==> config.mk <==
export PLATFORM = sky130hd
export DESIGN_NAME = prio_vec_intc
export DESIGN_NICKNAME = d
export VERILOG_FILES = /design/src/rtl/intc_pkg.sv /design/src/rtl/intc_src_cell.sv /design/src/rtl/intc_prio_enc.sv /design/src/rtl/intc_nest.sv /design/src/rtl/prio_vec_intc.sv
export SDC_FILE = /design/constraint.sdc
export NUM_CORES = 1
export LEC_CHECK = 0
export BUFFER_PORTS_ARGS = -buffer_cell sky130_fd_sc_hd__buf_2
export CORE_MARGIN = 4
export CORE_UTILIZATION = 42
export CTS_CLUSTER_DIAMETER = 100
export DETAILED_ROUTE_END_ITERATION = 8
export GPL_TIMING_DRIVEN = 0
export PLACE_DENSITY_LB_ADDON = 0.12
export SYNTH_ARGS = -nofsm -noshare
export SYNTH_HDL_FRONTEND = slang
export SYNTH_SLANG_ARGS = --single-unit
==> constraint.sdc <==
create_clock -name clk -period 16.35 [get_ports clk]
set_input_delay 1.635 -clock clk [delete_from_list [all_inputs] [get_ports clk]]
set_output_delay 1.635 -clock clk [all_outputs]
set_load 0.01 [all_outputs]
==> src/rtl/intc_pkg.sv <==
package intc_pkg;
    localparam int PRIO_W = 3;
    localparam int N_LVL  = 1 << PRIO_W;

    typedef logic [PRIO_W-1:0] prio_t;
    typedef logic [1:0]        trig_t;
endpackage

==> src/rtl/intc_src_cell.sv <==
module intc_src_cell
    import intc_pkg::*;
#(
    parameter bit IS_EXT = 1'b0,
    parameter int VEC_W  = 8
) (
    input  logic             clk,
    input  logic             rst_n,
    input  logic             pin_i,
    input  logic             cfg_we_i,
    input  logic             cfg_mask_i,
    input  prio_t            cfg_prio_i,
    input  trig_t            cfg_mode_i,
    input  logic [VEC_W-1:0] cfg_vec_i,
    input  logic             ack_i,
    output logic             req_o,
    output prio_t            prio_o,
    output logic [VEC_W-1:0] vec_o
);
    typedef struct packed {
        logic             masked;
        prio_t            prio;
        trig_t            mode;
        logic [VEC_W-1:0] vec;
        logic             prev;
        logic             latch;
    } cell_t;

    localparam cell_t CELL_RST = cell_t'({1'b1, {($bits(cell_t)-1){1'b0}}});

    cell_t s_q, s_d;
    logic  is_edge;
    logic  pol;
    logic  edge_det;

    always_comb begin
        s_d      = s_q;
        // external: bit1 = edge, bit0 = polarity; internal: bit0 = edge, high only
        is_edge  = IS_EXT ? s_q.mode[1] : s_q.mode[0];
        pol      = IS_EXT ? s_q.mode[0] : 1'b1;
        edge_det = is_edge && (pol ? (pin_i && !s_q.prev) : (!pin_i && s_q.prev));

        if (edge_det) begin
            s_d.latch = 1'b1;
        end else if (ack_i) begin
            s_d.latch = 1'b0;
        end
        s_d.prev = pin_i;

        if (cfg_we_i) begin
            s_d.masked = cfg_mask_i;
            s_d.prio   = cfg_prio_i;
            s_d.mode   = cfg_mode_i;
            s_d.vec    = cfg_vec_i;
        end

        req_o  = !s_q.masked && (is_edge ? s_d.latch : (pin_i == pol));
        prio_o = s_q.prio;
        vec_o  = s_q.vec;
    end

    always_ff @(posedge clk or negedge rst_n) begin
        if (!rst_n) begin
            s_q <= CELL_RST;
        end else begin
            s_q <= s_d;
        end
    end

    AST_LATCH_KEPT: assert property (@(posedge clk) disable iff (!rst_n)
        (is_edge && s_q.latch && !ack_i) |=> s_q.latch);
endmodule

==> src/rtl/intc_prio_enc.sv <==
module intc_prio_enc
    import intc_pkg::*;
#(
    parameter int N     = 12,
    parameter int IDX_W = 4
) (
    input  logic [N-1:0]     req_i,
    input  prio_t            prio_i [N],
    output logic             valid_o,
    output logic [IDX_W-1:0] idx_o,
    output prio_t            prio_o
);
    always_comb begin
        valid_o = 1'b0;
        idx_o   = '0;
        prio_o  = '0;
        // ascending scan with strict compare: lower index keeps ties
        for (int i = 0; i < N; i++) begin
            if (req_i[i] && (!valid_o || prio_i[i] > prio_o)) begin
                valid_o = 1'b1;
                idx_o   = IDX_W'(i);
                prio_o  = prio_i[i];
            end
        end
    end
endmodule

==> src/rtl/intc_nest.sv <==
module intc_nest
    import intc_pkg::*;
(
    input  logic  clk,
    input  logic  rst_n,
    input  logic  push_i,
    input  prio_t push_lvl_i,
    input  logic  pop_i,
    output logic  busy_o,
    output prio_t top_o
);
    logic [N_LVL-1:0] isr_q, isr_d;

    function automatic prio_t top_of(input logic [N_LVL-1:0] m);
        prio_t t;
        t = '0;
        for (int l = 0; l < N_LVL; l++) begin
            if (m[l]) t = prio_t'(l);
        end
        return t;
    endfunction

    always_comb begin
        isr_d = isr_q;
        if (pop_i && (isr_q != '0)) begin
            isr_d[top_of(isr_q)] = 1'b0;
        end
        if (push_i) begin
            isr_d[push_lvl_i] = 1'b1;
        end
        busy_o = (isr_d != '0);
        top_o  = top_of(isr_d);
    end

    always_ff @(posedge clk or negedge rst_n) begin
        if (!rst_n) begin
            isr_q <= '0;
        end else begin
            isr_q <= isr_d;
        end
    end

    AST_PUSH_ABOVE: assert property (@(posedge clk) disable iff (!rst_n)
        (push_i && !pop_i && (isr_q != '0)) |-> (push_lvl_i > top_of(isr_q)));
    AST_PUSH_GROWS: assert property (@(posedge clk) disable iff (!rst_n)
        (push_i && !pop_i) |=> ($countones(isr_q) == $past($countones(isr_q)) + 1));
    AST_POP_SHRINKS: assert property (@(posedge clk) disable iff (!rst_n)
        (pop_i && !push_i && (isr_q != '0)) |=> ($countones(isr_q) == $past($countones(isr_q)) - 1));
    AST_POP_EMPTY: assert property (@(posedge clk) disable iff (!rst_n)
        (pop_i && !push_i && (isr_q == '0)) |=> (isr_q == '0));
endmodule

==> src/rtl/prio_vec_intc.sv <==
module prio_vec_intc
    import intc_pkg::*;
#(
    parameter int               N_INT    = 8,
    parameter int               N_EXT    = 4,
    parameter int               VEC_W    = 8,
    parameter logic [VEC_W-1:0] SPUR_VEC = '1,
    localparam int              N_SRC    = N_INT + N_EXT,
    localparam int              IDX_W    = $clog2(N_SRC)
) (
    input  logic             clk,
    input  logic             rst_n,
    input  logic [N_INT-1:0] int_src_i,
    input  logic [N_EXT-1:0] ext_src_i,
    input  logic             fiq_pin_i,
    input  logic             cfg_we_i,
    input  logic [IDX_W-1:0] cfg_idx_i,
    input  logic             cfg_mask_i,
    input  logic [2:0]       cfg_prio_i,
    input  logic [1:0]       cfg_mode_i,
    input  logic [VEC_W-1:0] cfg_vec_i,
    input  logic             vec_rd_i,
    input  logic             eoi_i,
    output logic             irq_o,
    output logic             fiq_o,
    output logic [VEC_W-1:0] vec_o
);
    typedef struct packed {
        logic             irq;
        logic             fiq;
        logic [IDX_W-1:0] sel;
        prio_t            prio;
        logic [VEC_W-1:0] vec;
    } top_t;

    top_t s_q, s_d;

    logic [N_SRC-1:0] pins;
    logic [N_SRC-1:0] req;
    logic [N_SRC-1:0] ack_vec;
    prio_t            prio_a [N_SRC];
    logic [VEC_W-1:0] vec_a  [N_SRC];
    logic             ack;
    logic             enc_valid;
    logic [IDX_W-1:0] enc_idx;
    prio_t            enc_prio;
    logic             nest_busy;
    prio_t            nest_top;
    logic             fwd;

    assign pins = {ext_src_i, int_src_i};
    assign ack  = vec_rd_i && s_q.irq;

    always_comb begin
        ack_vec = '0;
        if (ack) ack_vec[s_q.sel] = 1'b1;
    end

    for (genvar g = 0; g < N_SRC; g++) begin : g_src
        intc_src_cell #(
            .IS_EXT (g >= N_INT),
            .VEC_W  (VEC_W)
        ) u_cell (
            .clk        (clk),
            .rst_n      (rst_n),
            .pin_i      (pins[g]),
            .cfg_we_i   (cfg_we_i && (cfg_idx_i == IDX_W'(g))),
            .cfg_mask_i (cfg_mask_i),
            .cfg_prio_i (cfg_prio_i),
            .cfg_mode_i (cfg_mode_i),
            .cfg_vec_i  (cfg_vec_i),
            .ack_i      (ack_vec[g]),
            .req_o      (req[g]),
            .prio_o     (prio_a[g]),
            .vec_o      (vec_a[g])
        );
    end

    intc_prio_enc #(
        .N     (N_SRC),
        .IDX_W (IDX_W)
    ) u_enc (
        .req_i   (req),
        .prio_i  (prio_a),
        .valid_o (enc_valid),
        .idx_o   (enc_idx),
        .prio_o  (enc_prio)
    );

    intc_nest u_nest (
        .clk        (clk),
        .rst_n      (rst_n),
        .push_i     (ack),
        .push_lvl_i (s_q.prio),
        .pop_i      (eoi_i),
        .busy_o     (nest_busy),
        .top_o      (nest_top)
    );

    always_comb begin
        s_d      = s_q;
        fwd      = enc_valid && (!nest_busy || (enc_prio > nest_top));
        s_d.fiq  = fiq_pin_i;
        s_d.irq  = fwd;
        s_d.sel  = enc_idx;
        s_d.prio = enc_prio;
        s_d.vec  = vec_a[enc_idx];
    end

    always_ff @(posedge clk or negedge rst_n) begin
        if (!rst_n) begin
            s_q <= '0;
        end else begin
            s_q <= s_d;
        end
    end

    assign irq_o = s_q.irq;
    assign fiq_o = s_q.fiq;
    assign vec_o = s_q.irq ? s_q.vec : SPUR_VEC;

    AST_FIQ_SET: assert property (@(posedge clk) disable iff (!rst_n)
        fiq_pin_i |=> fiq_o);
    AST_FIQ_CLR: assert property (@(posedge clk) disable iff (!rst_n)
        !fiq_pin_i |=> !fiq_o);
    AST_ACK_DROP: assert property (@(posedge clk) disable iff (!rst_n)
        (vec_rd_i && irq_o) |=> (!irq_o || (s_q.prio > $past(s_q.prio))));
    AST_IDLE_READ: assert property (@(posedge clk) disable iff (!rst_n)
        (vec_rd_i && !irq_o && !eoi_i) |-> (ack_vec == '0));
endmodule

==> results_dict.tcl, run 1 <==
set metrics [dict create \
    crit_family "compound AO/OA/AOI/OAI gates" \
    synthAdderAreaFrac_pct 3.96 \
    met1_usage_pct 27.2 \
    cts_root_buf "clkbuf_16" \
    finalSetupTns_ns -0.698 \
    place_congestion 0.811 \
    ant_nets 0 \
    use_met2_pct 31.7 \
    required_ns 16.74 \
    hold_depth 1 \
    grt_first_pass_wirelength_um 43600 \
    first_pass_iters 6 \
    drc 0 \
    cp_slowest_cell "nor3_4" \
    worstRegToRegCells 89 \
    slew_violations 0 \
    synthSimpleGateAreaFrac_pct 9.67 \
    clock_sinks 209 \
    core_mm2 0.0251 \
    cts_buffers 24 \
    clk_path_buf_depth 3 \
    grt_overflow_total 0 \
    rr_startpoint "s_q[11]" \
    worstHoldStart "g_src[7].u_cell.s_q[1]" \
    period_share_pct 101 \
    maxCapViolCount 0 \
    synthTopCellsByCount "dfrtp_1, mux2_2, nand2_1" \
    globalRouteMet3Util_pct 2.57 \
    vias 7652 \
    post-dp-hpwl_um 18500 \
    synth_top_family_by_area "multiplexers" \
    fmax_ghz 0.0607 \
    die_y_um 168 \
    drtIter0Drc 351 \
    r2r_end "s_q[4]" \
    cts_tree "done" \
    synth_compound_area_share_pct 12.6 \
    post_synth_instance_area_mm2 0.0107 \
    worstMarginPinSlew_ns 1.04 \
    start_util_pct 42.7 \
    die-width_um 168 \
    postSynth.asyncResetShare_pct 100 \
    dp.cells 1311 \
    layout.nets 1134 \
    synth_xor_area_share_pct 0 \
    post-synth-top-count-cell "dfrtp_1" \
    hold_path.class "flip-flop to flip-flop" \
    n_antenna_cell 0 \
    rrSetupSlack_ns 0.58 \
    crit_arrival_ns 16.86 \
    cp.buffers_inverters 13 \
    post_drt_wl_per_cell_um 19.5 \
    synth_ff_type "dfrtp_1" \
    synth_top_cell_area_share_pct 46.0 \
    postCtsHoldBufs 0 \
    antenna_found_initial 0 \
    routed_wl_um 27400 \
    syn_avg_cell_area_um2 11.5 \
    rsz0062_at_grt "true" \
    holdPathEnd "g_src[7].u_cell.s_q[0]" \
    syn_to_final_growth_pct 24.9 \
    yosys-top-cells-area "dfrtp_1, mux2_2, ha_1" \
    violations "negative setup slack" \
    place_area_mm2 0.0115 \
    h-tree-depth 1 \
    final_cells 1408 \
    yosys_warnings 0 \
    startpoint_type "primary input" \
    path_clk_slew_ns 0.06 \
    slew_headroom_pct 30.2 \
    syn_nets 1003 \
    hold_viol_final 0 \
    cpPeakStageDelay_ns 0.36 \
    synth-edff-count 0 \
    fin_area_mm2 0.0134 \
    setup_ws_ns -0.122 \
    io_buffers 45 \
    cp_max_fo 8 \
    via_per_inst 5.43 \
    synth_cells 934 \
    grt_max_degree 89 \
    ios 46 \
    synth.mux.area_fraction_pct 21.0 \
    drive_gt1_share_pct 43.4 \
    crit_start "vec_rd_i" \
    status "finished, violations left" \
    synth_seq_cells 209 \
    setup-violations-final 9 \
    end_kind "flip-flop" \
    skew_ns 0.00889 \
    grt_pass1_vias 7863 \
    path_common_cell "ha_4" \
    path_class "primary input to flip-flop" \
    whs_ns 0.463 \
    synth_top_cell_by_area "dfrtp_1" \
    dieArea_mm2 0.0281 \
    clk_latency_ns 0.52 \
    yosysSeqAreaShare_pct 49.0 \
    busiest_layer "met2" \
    placementRows 58 \
    synth.distinct_cells 70 \
    min_period_ns 16.47 \
    grt_util_all_layers_pct 19.3 \
]
## cell families (layout without fill, tap and decap cells)
family                     count (synthesis)  count (layout)
AOI/OAI and AO/OA                        194             194
DFF                                      209             209
buffers and inverters                     92             236
adders and majority gates                 34              34
muxes                                    200             200
and+or+nand+nor                          205             205
## metrics by stage
stage	util (%)	setup WS [ns]
global placement	45.6	-2.75
CTS	51.2	0.0229
floorplan	-	0.00838
finish	53.3	-0.122
detailed placement	45.8	-2.72
global route	53.3	-0.900
## registers in the layout, indices dropped and copies added, names as in the netlist
name                  flops
fiq_o                     1
g_src.u_cell.is_edge     12
g_src.u_cell.pol          4
g_src.u_cell.prio_o      36
g_src.u_cell.s_q         36
g_src.u_cell.vec_o       96
irq_o                     1
s_q                      15
u_nest.isr_q              8
## layer usage
metal / vias up / share of wire, %
met4: 0 / 2.8
met5: - / 0
met2: 132 / 47
li1: 3637 / -
met1: 3837 / 47
met3: 46 / 3.4
## repair_timing
action                                  4_1_cts  5_1_grt
cloned                                        1        0
gates resized for setup                      57       87
endpoints found under the setup margin       16       15
setup buffers                                39       21
pin swaps                                    33       67
## layout by cell type (no fill, tap or decap), drive strengths merged, types with 3 or more instances in the layout
master / instances
dfrtp: 197
mux2: 190
buf: 123
nand2: 75
clkbuf: 58
inv: 49
o21ai: 49
nor2: 39
a21oi: 33
ha: 33
nand2b: 23
o211ai: 19
a22oi: 16
nand3: 16
dfstp: 12
a21o: 11
o21a: 11
o221ai: 10
nor2b: 10
mux2i: 10
or2: 9
a22o: 7
nand3b: 6
and2: 6
clkinv: 5
a31oi: 4
nor3: 4
a211oi: 4
a32oi: 4
a211o: 3
or3: 3
o31ai: 3
## layout make-up
type | count | area [um^2]
Tap cell | 330 | 413
Clock inverter | 6 | 55.1
Multi-Input combinational cell | 633 | 5720
Sequential cell | 209 | 5250
Inverter | 49 | 184
Timing Repair Buffer | 108 | 830
Buffer | 40 | 233
Clock buffer | 33 | 706
Fill cell | 2244 | 11700
## how the worst max path moves through the flow
stage	end	slack, ns	depth (start not counted)
global placement	s_q[4]	-2.75	84
finish	s_q[4]	-0.12	90
floorplan	s_q[4]	0.008	86
CTS	s_q[0]	0.02	89
detailed placement	s_q[4]	-2.72	84
global route	s_q[6]	-0.90	92
Power of run 1 is left out: the tool's default activity adds up to more than one toggle a clock period on the data nets, which glitch-free logic cannot reach.
==> inputs of run 2 (changes only) <==
Settings changed: SETUP_SLACK_MARGIN set to 0.4.
==> run 2 against run 1 <==
The run still ends with negative setup slack left. Register-to-register slack gained 0.05 ns. Clock-buffer cell count grew 3. Critical path depth grew 2. Via count is essentially flat. Highest routed layer unchanged. Worst setup slack gained 0.063 ns. Cell count grew 0.71%. Flip-flop and latch count is the same. Wire length shrank 0.77%. Worst hold slack lost 0.0077 ns.
==> results_dict.tcl, run 2 (synthesis results as in run 1) <==
set metrics [dict create \
    cpPeakStageDelay_ns 0.35 \
    ff_latch_area_mm2 0.00525 \
    vias 7646 \
    skew_ns 0.0279 \
    required_ns 16.75 \
    cts_tree "done" \
    io_buffers 45 \
    largest_reg_flops 96 \
    via_per_inst 5.39 \
    startpoint_type "primary input" \
    min_period_ns 16.41 \
    drtIter0Drc 350 \
    grt_max_degree 108 \
    cp_slowest_cell "a211o_1" \
    placementRows 58 \
    layout_common_cells "dfrtp_1, mux2_2, nand2_1, buf_4, buf_2" \
    cp_max_fo 8 \
    slew_violations 0 \
    crit_arrival_ns 16.81 \
    slew_headroom_pct 29.0 \
    post_drt_wl_per_cell_um 19.2 \
    antenna_found_initial 0 \
    place_area_mm2 0.0115 \
    dieArea_mm2 0.0281 \
    ios 46 \
    cts_root_buf "clkbuf_16" \
    end_kind "flip-flop" \
    setup_ws_ns -0.0596 \
    layout.nets 1139 \
    routed_wl_um 27200 \
    syn_to_final_growth_pct 26.7 \
    met1_usage_pct 27.1 \
    status "finished, violations left" \
    postCtsHoldBufs 0 \
    path_common_cell "ha_4" \
    start_util_pct 42.7 \
    drc 0 \
    first_pass_iters 5 \
    layout_commonest_cell "dfrtp_1" \
    n_antenna_cell 0 \
    h-tree-depth 1 \
    busiest_layer "met2" \
    globalRouteMet3Util_pct 2.55 \
    grt_util_all_layers_pct 19.5 \
    rsz0062_at_grt "true" \
    setup-violations-final 6 \
    use_met2_pct 32.9 \
    post-dp-hpwl_um 18600 \
    place_ws_ns -2.54 \
    period_share_pct 100 \
    die-width_um 168 \
    die_y_um 168 \
    place_congestion 0.798 \
    maxCapViolCount 0 \
    fmax_ghz 0.0609 \
    path_class "primary input to flip-flop" \
    worstMarginPinSlew_ns 1.06 \
    cts_buffers 24 \
    grt_first_pass_wirelength_um 44400 \
    path_clk_slew_ns 0.06 \
    core_mm2 0.0251 \
    whs_ns 0.455 \
    fill_cells 2200 \
    ant_nets 0 \
    violations "negative setup slack" \
    grt_pass1_vias 8022 \
    clk_path_buf_depth 3 \
    clk_latency_ns 0.54 \
    grt_overflow_total 0 \
    fin_util_pct 54.0 \
    clock_sinks 209 \
    drive_gt1_share_pct 44.9 \
    hold_viol_final 0 \
    fin_area_mm2 0.0136 \
    multi_input_area_mm2 0.00581 \
    hold_path.class "flip-flop to flip-flop" \
]
## run 2: layout make-up
class,count,area share (%)
tap,330,3.04
timing repair buffer,110,6.04
clock inverter,8,0.728
inverter,49,1.36
multi-input combinational,633,42.8
buffer,43,1.96
clock buffer,36,5.42
sequential,209,38.7
## run 2: per-stage QoR
stage	TNS [ns]	std cells
after CTS	0	1407
after global routing	-7.35	1418
after global placement	-29.84	1309
after floorplan	0	934
after detailed placement	-30.39	1310
final	-0.139	1418
## run 2: what timing repair did
item / in CTS / in global routing
setup endpoints to repair: 16 / 16
cloned: 1 / 0
buffers inserted: 52 / 11
resized for setup: 81 / 69
pin swaps: 61 / 59
## run 2: critical path, delay by kind of cell
family	cells	cell delay (ns)
compound gates	42	6.74
fa+ha+maj	12	2.79
buf+inv	14	1.44
mux	7	1.92
simple gates	17	2.28
## run 2: final timing paths
check	startpoint	endpoint	slack, ns	cells past startpoint
worst min-delay path	g_src[4].u_cell.s_q[1]	g_src[4].u_cell.s_q[0]	0.46	1
max in group asynchronous	rst_n	g_src[10].u_cell.prio_o[2]	14.18	2
min in group asynchronous	rst_n	g_src[0].u_cell.s_q[0]	1.17	1
worst min register to register	g_src[4].u_cell.s_q[1]	g_src[4].u_cell.s_q[0]	0.46	1
worst max-delay path	vec_rd_i	s_q[6]	-0.06	92
worst max register to register	irq_o	s_q[6]	0.63	91
## run 2: per-layer routing
layer / part of all wire, % / wire length [um]
met5: 0 / 0
met4: 2.1 / 581
met3: 2.7 / 748
met2: 48 / 13000
met1: 47 / 12800
Power of run 2 is left out for the same reason.
